`src/rtl/gpio_fsel_pkg.sv`:
```
package gpio_fsel_pkg;
   localparam int unsigned REG_ADDR_W = 2;

   typedef enum logic [REG_ADDR_W-1:0] {
      OFS_DATA = 2'd0,
      OFS_DIR  = 2'd1,
      OFS_MODE = 2'd2,
      OFS_RSVD = 2'd3
   } reg_ofs_e;
endpackage

```
`src/rtl/gpio_fsel_regs.sv`:
```
module gpio_fsel_regs
   import gpio_fsel_pkg::*;
#(
   parameter int unsigned         W        = 8,
   parameter logic [W-1:0]        DATA_RST = '1,
   parameter logic [W-1:0]        DIR_RST  = '0,
   parameter logic [W-1:0]        MODE_RST = '1
) (
   input  logic                  clk_i,
   input  logic                  rst_ni,
   input  logic                  wr_en_i,
   input  logic [REG_ADDR_W-1:0] addr_i,
   input  logic [W-1:0]          wdata_i,
   output logic [W-1:0]          data_q,
   output logic [W-1:0]          dir_q,
   output logic [W-1:0]          mode_q
);
   logic wr_data, wr_dir, wr_mode;

   always_comb begin
      wr_data = wr_en_i && (addr_i == OFS_DATA);
      wr_dir  = wr_en_i && (addr_i == OFS_DIR);
      wr_mode = wr_en_i && (addr_i == OFS_MODE);
   end

   always_ff @(posedge clk_i or negedge rst_ni) begin
      if (!rst_ni) begin
         data_q <= DATA_RST;
         dir_q  <= DIR_RST;
         mode_q <= MODE_RST;
      end else begin
         if (wr_data) data_q <= wdata_i;
         if (wr_dir)  dir_q  <= wdata_i;
         if (wr_mode) mode_q <= wdata_i;
      end
   end

   assert_reset_values_R1: assert property (@(posedge clk_i) disable iff (!rst_ni)
      $past(!rst_ni) |-> (data_q == DATA_RST && dir_q == DIR_RST && mode_q == MODE_RST));

   assert_data_write_R4: assert property (@(posedge clk_i) disable iff (!rst_ni)
      (wr_en_i && addr_i == OFS_DATA) |=> (data_q == $past(wdata_i)));

   assert_mask_write_R8: assert property (@(posedge clk_i) disable iff (!rst_ni)
      (wr_en_i && (addr_i == OFS_DIR || addr_i == OFS_MODE)) |=>
      ((dir_q == $past(wdata_i)) || (mode_q == $past(wdata_i))));

   assert_reserved_write_R2: assert property (@(posedge clk_i) disable iff (!rst_ni)
      (wr_en_i && addr_i == OFS_RSVD) |=> $stable({data_q, dir_q, mode_q}));
endmodule

```
`src/rtl/gpio_fsel_sync.sv`:
```
module gpio_fsel_sync #(
   parameter int unsigned W      = 8,
   parameter int unsigned STAGES = 2
) (
   input  logic         clk_i,
   input  logic         rst_ni,
   input  logic [W-1:0] async_i,
   output logic [W-1:0] sync_o
);
   localparam int unsigned LAST = STAGES - 1;

   if (STAGES < 2) begin : g_bad_stages
      $error("gpio_fsel_sync: STAGES must be at least 2");
   end
   if (W < 1) begin : g_bad_width
      $error("gpio_fsel_sync: W must be at least 1");
   end

   logic [W-1:0] stg_q [STAGES];

   for (genvar s = 0; s < STAGES; s++) begin : g_stage
      always_ff @(posedge clk_i or negedge rst_ni) begin
         if (!rst_ni)    stg_q[s] <= '0;
         else if (s == 0) stg_q[s] <= async_i;
         else            stg_q[s] <= stg_q[(s == 0) ? 0 : s - 1];
      end
   end

   assign sync_o = stg_q[LAST];
endmodule

```
`src/rtl/gpio_fsel_pinmux.sv`:
```
module gpio_fsel_pinmux #(
   parameter int unsigned W = 8
) (
   input  logic         clk_i,
   input  logic         rst_ni,
   input  logic [W-1:0] data_i,
   input  logic [W-1:0] dir_i,
   input  logic [W-1:0] mode_i,
   input  logic [W-1:0] sync_i,
   output logic [W-1:0] pin_o,
   output logic [W-1:0] pin_oe_o,
   output logic [W-1:0] fn_req_o
);
   for (genvar i = 0; i < W; i++) begin : g_bit
      always_comb begin
         pin_o[i]    = data_i[i];
         pin_oe_o[i] = mode_i[i] & dir_i[i];
         fn_req_o[i] = mode_i[i] ? 1'b0 : sync_i[i];
      end

      assert_oe_gpio_out_R3: assert property (@(posedge clk_i) disable iff (!rst_ni)
         pin_oe_o[i] |-> (mode_i[i] && dir_i[i]));

      assert_req_quiet_gpio_R6: assert property (@(posedge clk_i) disable iff (!rst_ni)
         mode_i[i] |-> !fn_req_o[i]);
   end
endmodule

```
`src/rtl/gpio_fsel_port.sv`:
```
module gpio_fsel_port
   import gpio_fsel_pkg::*;
#(
   parameter int unsigned  PORT_W      = 8,
   parameter int unsigned  SYNC_STAGES = 2,
   parameter logic [PORT_W-1:0] DATA_RST = '1,
   parameter logic [PORT_W-1:0] DIR_RST  = '0,
   parameter logic [PORT_W-1:0] MODE_RST = '1
) (
   input  logic                  clk_i,
   input  logic                  rst_ni,
   input  logic                  wr_en_i,
   input  logic [REG_ADDR_W-1:0] addr_i,
   input  logic [PORT_W-1:0]     wdata_i,
   output logic [PORT_W-1:0]     rdata_o,
   input  logic [PORT_W-1:0]     pin_i,
   output logic [PORT_W-1:0]     pin_o,
   output logic [PORT_W-1:0]     pin_oe_o,
   output logic [PORT_W-1:0]     fn_req_o
);
   if (PORT_W < 1 || PORT_W > 64) begin : g_bad_port_w
      $error("gpio_fsel_port: PORT_W out of range");
   end

   logic [PORT_W-1:0] data_q, dir_q, mode_q, pin_sync;

   gpio_fsel_regs #(
      .W(PORT_W), .DATA_RST(DATA_RST), .DIR_RST(DIR_RST), .MODE_RST(MODE_RST)
   ) u_regs (
      .clk_i(clk_i), .rst_ni(rst_ni), .wr_en_i(wr_en_i), .addr_i(addr_i),
      .wdata_i(wdata_i), .data_q(data_q), .dir_q(dir_q), .mode_q(mode_q)
   );

   gpio_fsel_sync #(.W(PORT_W), .STAGES(SYNC_STAGES)) u_sync (
      .clk_i(clk_i), .rst_ni(rst_ni), .async_i(pin_i), .sync_o(pin_sync)
   );

   // Bit i of fn_req_o is pin i's fixed dedicated line: bits 0-3 are
   // interrupt inputs 0-3, bits 4-7 are interrupt levels 1, 2, 3 and 6.
   gpio_fsel_pinmux #(.W(PORT_W)) u_mux (
      .clk_i(clk_i), .rst_ni(rst_ni), .data_i(data_q), .dir_i(dir_q),
      .mode_i(mode_q), .sync_i(pin_sync), .pin_o(pin_o),
      .pin_oe_o(pin_oe_o), .fn_req_o(fn_req_o)
   );

   // Data offset returns the live synchronised pad level, never the latch.
   always_comb begin
      unique case (addr_i)
         OFS_DATA: rdata_o = pin_sync;
         OFS_DIR:  rdata_o = dir_q;
         OFS_MODE: rdata_o = mode_q;
         default:  rdata_o = '0;
      endcase
   end
endmodule

```
`config.mk`:
```
export PLATFORM = sky130hd
export DESIGN_NAME = gpio_fsel_port
export DESIGN_NICKNAME = d
export VERILOG_FILES = /design/src/rtl/gpio_fsel_pkg.sv /design/src/rtl/gpio_fsel_regs.sv /design/src/rtl/gpio_fsel_sync.sv /design/src/rtl/gpio_fsel_pinmux.sv /design/src/rtl/gpio_fsel_port.sv
export SDC_FILE = /design/constraint.sdc
export NUM_CORES = 1
export LEC_CHECK = 0
export BUFFER_PORTS_ARGS = -buffer_cell sky130_fd_sc_hd__buf_2
export CORE_AREA = 2 2 84 86
export DETAILED_ROUTE_END_ITERATION = 8
export DIE_AREA = 0 0 86 88
export MAX_ROUTING_LAYER = met4
export PLACE_DENSITY_LB_ADDON = 0.08
export SLEW_MARGIN = 20
export SYNTH_ARGS = -nofsm -noshare
export SYNTH_HDL_FRONTEND = slang
export SYNTH_SLANG_ARGS = --single-unit
```
`constraint.sdc`:
```
create_clock -name clk_i -period 1 [get_ports clk_i]
set_input_delay 0.2 -clock clk_i [delete_from_list [all_inputs] [get_ports clk_i]]
set_output_delay 0.2 -clock clk_i [all_outputs]
set_load 0.05 [all_outputs]
```
== After elaboration in Yosys (flattened, before gate mapping) ==
Cells that the tools add are included.

* Register bits: 40
* Input bits: 21
* Output and inout port bits: 32
* Word-level logic and storage cells: 28

* Equality and inequality tests: 2
* Multiplexer cells: 9
* Bitwise logic cells: 8
* Reduce and logical (&&, ||, !) cells: 4

{| class="wikitable"
|+ Operator list
! cell !! count
|-
| 8-bit case mux with 3 select lines || 1
|-
| 1-bit AND || 8
|-
| 1-bit two-way mux || 8
|-
| 1-bit logical AND || 3
|-
| 2-bit by 1-bit equality test with 1-bit output (second input constant) || 1
|-
| 2-bit equality test (second input constant) || 1
|-
| 2-bit zero test || 1
|}

== Longest topological paths before layout ==
* Word-level depth: 2
* Gate-level depth with buffers: 4
* Gate-level depth less buffers: 2

== By module ==
Synthesis repeated with hierarchy kept, for this count alone.

* Cell total of the unflattened synthesis: 119
* Area total of the unflattened synthesis: 1750.4 um2

{| class="wikitable"
|+ Modules (own cells, without submodules)
! module !! instances !! cells an instance !! area an instance (um2) !! sequential area each (um2)
|-
| gpio_fsel_regs || 1 || 51 || 932.1 || 620.6
|-
| gpio_fsel_sync || 1 || 24 || 460.4 || 400.4
|-
| gpio_fsel_port || 1 || 20 || 197.7 || 0.0
|-
| gpio_fsel_pinmux || 1 || 24 || 160.2 || 0.0
|}

== Worst setup path before layout ==
Ideal clock, no wire load.

* Path kind: register to output
* Start point: register u_regs.mode_q[5]
* End point: output port rdata_o[5]
* Arrival: 1.359 ns
* Data required time: 0.800 ns
* Slack: -0.559 ns
* Stages on the path, launching flop included: 3
* Path buffers: 0
* Cells stage by stage: dfstp_2 > mux2i_1 > o2bb2ai_1

* Cells in the longest elaborated chain, start to end: 1

{| class="wikitable"
|+ Ends and longest elaborated chain
! item !! RTL line !! text
|-
| start: declaration || gpio_fsel_regs.sv:16 || <nowiki>output logic [W-1:0] mode_q</nowiki>
|-
| start signal: assignment || gpio_fsel_regs.sv:34 || <nowiki>if (wr_mode) mode_q <= wdata_i;</nowiki>
|-
| 8-bit case mux with 3 select lines || gpio_fsel_port.sv:48 || <nowiki>unique case (addr_i)</nowiki>
|-
| end: declaration || gpio_fsel_port.sv:15 || <nowiki>output logic [PORT_W-1:0] rdata_o,</nowiki>
|}

No other way between the ends.

== Worst setup path in the final report ==
* Start point: register u_regs.mode_q[1]
* End point: output port rdata_o[1]

The elaborated chain is that of the path after synthesis.

==> impl_metrics.json <==
{
  "drv_cap": 0,
  "tightest_slew_ps": 293.2,
  "routed_wl_mm": 3.877,
  "via_per_inst": 4.263,
  "setup.worst_path.class": "flip-flop to output pin",
  "synth.mux.area_fraction": 0.2172,
  "fmax_mhz": 690.8,
  "synth_top_family_by_area": "multiplexers",
  "fill_cells": 624,
  "powerDensity_mw_per_mm2": 2020,
  "final_cells": 266,
  "avgSynthCellArea_um2": 15.66,
  "synthesis.area_mm2": 0.001613,
  "rows": 30,
  "wl_per_cell_um": 14.58,
  "cpMaxStageDelayCell": "dfstp_2",
  "drive_above_1_share": 0.8548,
  "overflow": 0,
  "num_antenna_cells": 0,
  "dp_cells": 250,
  "status": "finished with violations",
  "track_usage": 0.1162,
  "startpoint_type": "flip-flop",
  "synth_xor_area_frac": 0,
  "ys_ff_latch": 40,
  "final_antenna_net_count": 0,
  "grt_pass1_vias": 1251,
  "yosys.area.top_type_share": 0.3724,
  "violations": "negative setup slack",
  "core_mm2": 0.006644,
  "fin_nets": 206,
  "synth-simple-area-share": 0.09154,
  "yosysWarnings": 0,
  "vias": 1134,
  "setup.worst_path.end_class": "output pin",
  "dieArea_mm2": 0.007568,
  "synth.area.top_cells": "dfrtp_1 (37%), dfstp_2 (26%), mux2_2 (17%), mux2i_1 (5.0%), o2bb2ai_1 (4.3%)",
  "cp.required_ps": 800,
  "ioPinCount": 53,
  "synth_fp_nets": 124,
  "dp_slack_ps": -301.6,
  "synth_compound_area_frac": 0.04344,
  "cts_made_buffers": 5,
  "cts_buffer_depth": 2,
  "layout_setup_ws_ps": -447.6,
  "grt_setup_unrepaired": "true",
  "synthCells": 103,
  "clock_latency_ps": 280,
  "htree_levels": 2,
  "cts_tree": "yes",
  "gp_congestion": 0.7295,
  "final_area_mm2": 0.002922,
  "timing.setup.tns_ps": -10740,
  "hpwlAfterDp_mm": 2.763,
  "fin_crit_ps": 1448,
  "start_util": 0.2427,
  "finalMaxSlewViolations": 0,
  "yosysSeqAreaShare": 0.6330,
  "die_h_um": 88,
  "placed_cell_area_mm2": 0.002347,
  "max_slew_margin": 0.8035,
  "ctsRootBufferMaster": "clkbuf_8",
  "yosysUniqueCellTypes": 12,
  "drc_errors": 0,
  "synthAdderAreaFrac": 0,
  "die_w_um": 86,
  "area_delta_synth_final_pct": 81.15,
  "path_clk_slew_ps": 80,
  "min_path_type": "input pin to flip-flop",
  "skew_ps": 0.1081,
  "final_cell_mix": "mux2_2 (24), dfrtp_1 (24), buf_8 (22)",
  "cts.sinks": 40,
  "setup_violations": 33,
  "critPathMaxFanout": 2,
  "antenna_found_initial": 0,
  "grt_max_degree": 41,
  "worst_ep_arrival_time_ps": 1250,
  "portBuffers": 52,
  "dr.pass1.iters": 4,
  "hold_viol": 0,
  "peakVddDrop_mv": 0.8434,
  "final.period_utilization": 1.448,
  "yosysTopAreaCell": "dfrtp_1",
  "grt_pass1_wl_mm": 6.382,
  "drt_iter0_markers": 27,
  "path_cells": "mux2i_2 > o2bb2ai_4 > buf_6",
  "max_stage_delay_ps": 550,
  "leakagePower_nw": 1.264
}
==> per-layer routing <==
| metal | GRT usage | up-vias | routed length (µm) |
|---|---|---|---|
| li1 | - | 526 | - |
| met1 | 0.1537 | 566 | 1785 |
| met2 | 0.1720 | 37 | 1824 |
| met3 | 0.03487 | 5 | 217 |
| met4 | 0.03463 | 0 | 50 |
| met5 | - | - | 0 |
==> per-stage QoR <==
stage          power [mW]  hold WS (ps)  utilization
6_report            5.902         15.61       0.4397
5_1_grt             6.179        0.2169       0.4397
4_1_cts             5.852         5.366       0.4228
3_5_place_dp        3.887         193.6       0.3533
3_3_place_gp        3.859         186.5       0.3533
2_1_floorplan       3.388        -95.59            -
==> critical path, delay by kind of cell, from the launching register on <==
kind	cells	cell delay, ps
flip-flops	1	550
buffers and inverters	1	170
AO/OA/AOI/OAI	1	160
multiplexers	1	80
==> cells in the mapped netlist (all sizes together) <==
master / count
dfrtp: 24
mux2: 24
dfstp: 16
nor2b: 9
and2: 8
mux2i: 8
o2bb2ai: 8
buf: 3
nand3b: 2
nor3b: 1
==> cell type report <==
cell class	count	area (µm²)	share of cell area
Tap cell	80	100.1	0.03426
Clock buffer	7	96.34	0.03298
Multi-Input combinational cell	60	824.5	0.2822
Sequential cell	40	1021	0.3495
Timing Repair Buffer	78	849.6	0.2908
Clock inverter	1	30.03	0.01028
==> sequential cells by signal, indices dropped and copies added (netlist names) <==
signal	flops
u_regs.data_q	8
u_regs.dir_q	8
u_regs.mode_q	8
u_sync.stg_q	8
u_sync.sync_o	8
==> worst paths after layout <==
path                                  start                to  slack [ps]  cells after the start
setup / recovery           u_regs.mode_q[1]        rdata_o[1]        -450                      3
hold / removal                     pin_i[5]  u_sync.stg_q[13]          20                      1
setup reg to reg           u_regs.mode_q[2]  u_regs.mode_q[2]         -50                      4
hold reg to reg            u_sync.stg_q[15]  u_sync.sync_o[7]         350                      0
max in group asynchronous            rst_ni  u_regs.data_q[4]         320                      3
min in group asynchronous            rst_ni  u_sync.stg_q[10]         400                      3
==> timing repair <==
item / CTS / global route
endpoints found under the setup margin: 32 / 34
hold buffers: 1 / 2
pin swaps: 2 / 1
setup buffers: 2 / 3
gates resized for setup: 94 / 16
endpoints found under the hold margin: 24 / 2
==> logic make-up after synthesis <==
kind of cell           count (synthesis)
AOI/OAI and AO/OA                      8
muxes                                 32
and+or+nand+nor                       20
buffers and inverters                  3
DFF                                   40
==> power by group <==
group          internal [mW]  switching, mW  leakage (nW)  total (mW)
logic                   1.14           1.18         0.750        2.32
clock network          0.881          0.542        0.0645        1.42
registers               1.93          0.224         0.449        2.15
Note: power is estimated with default switching activity, not from simulation.
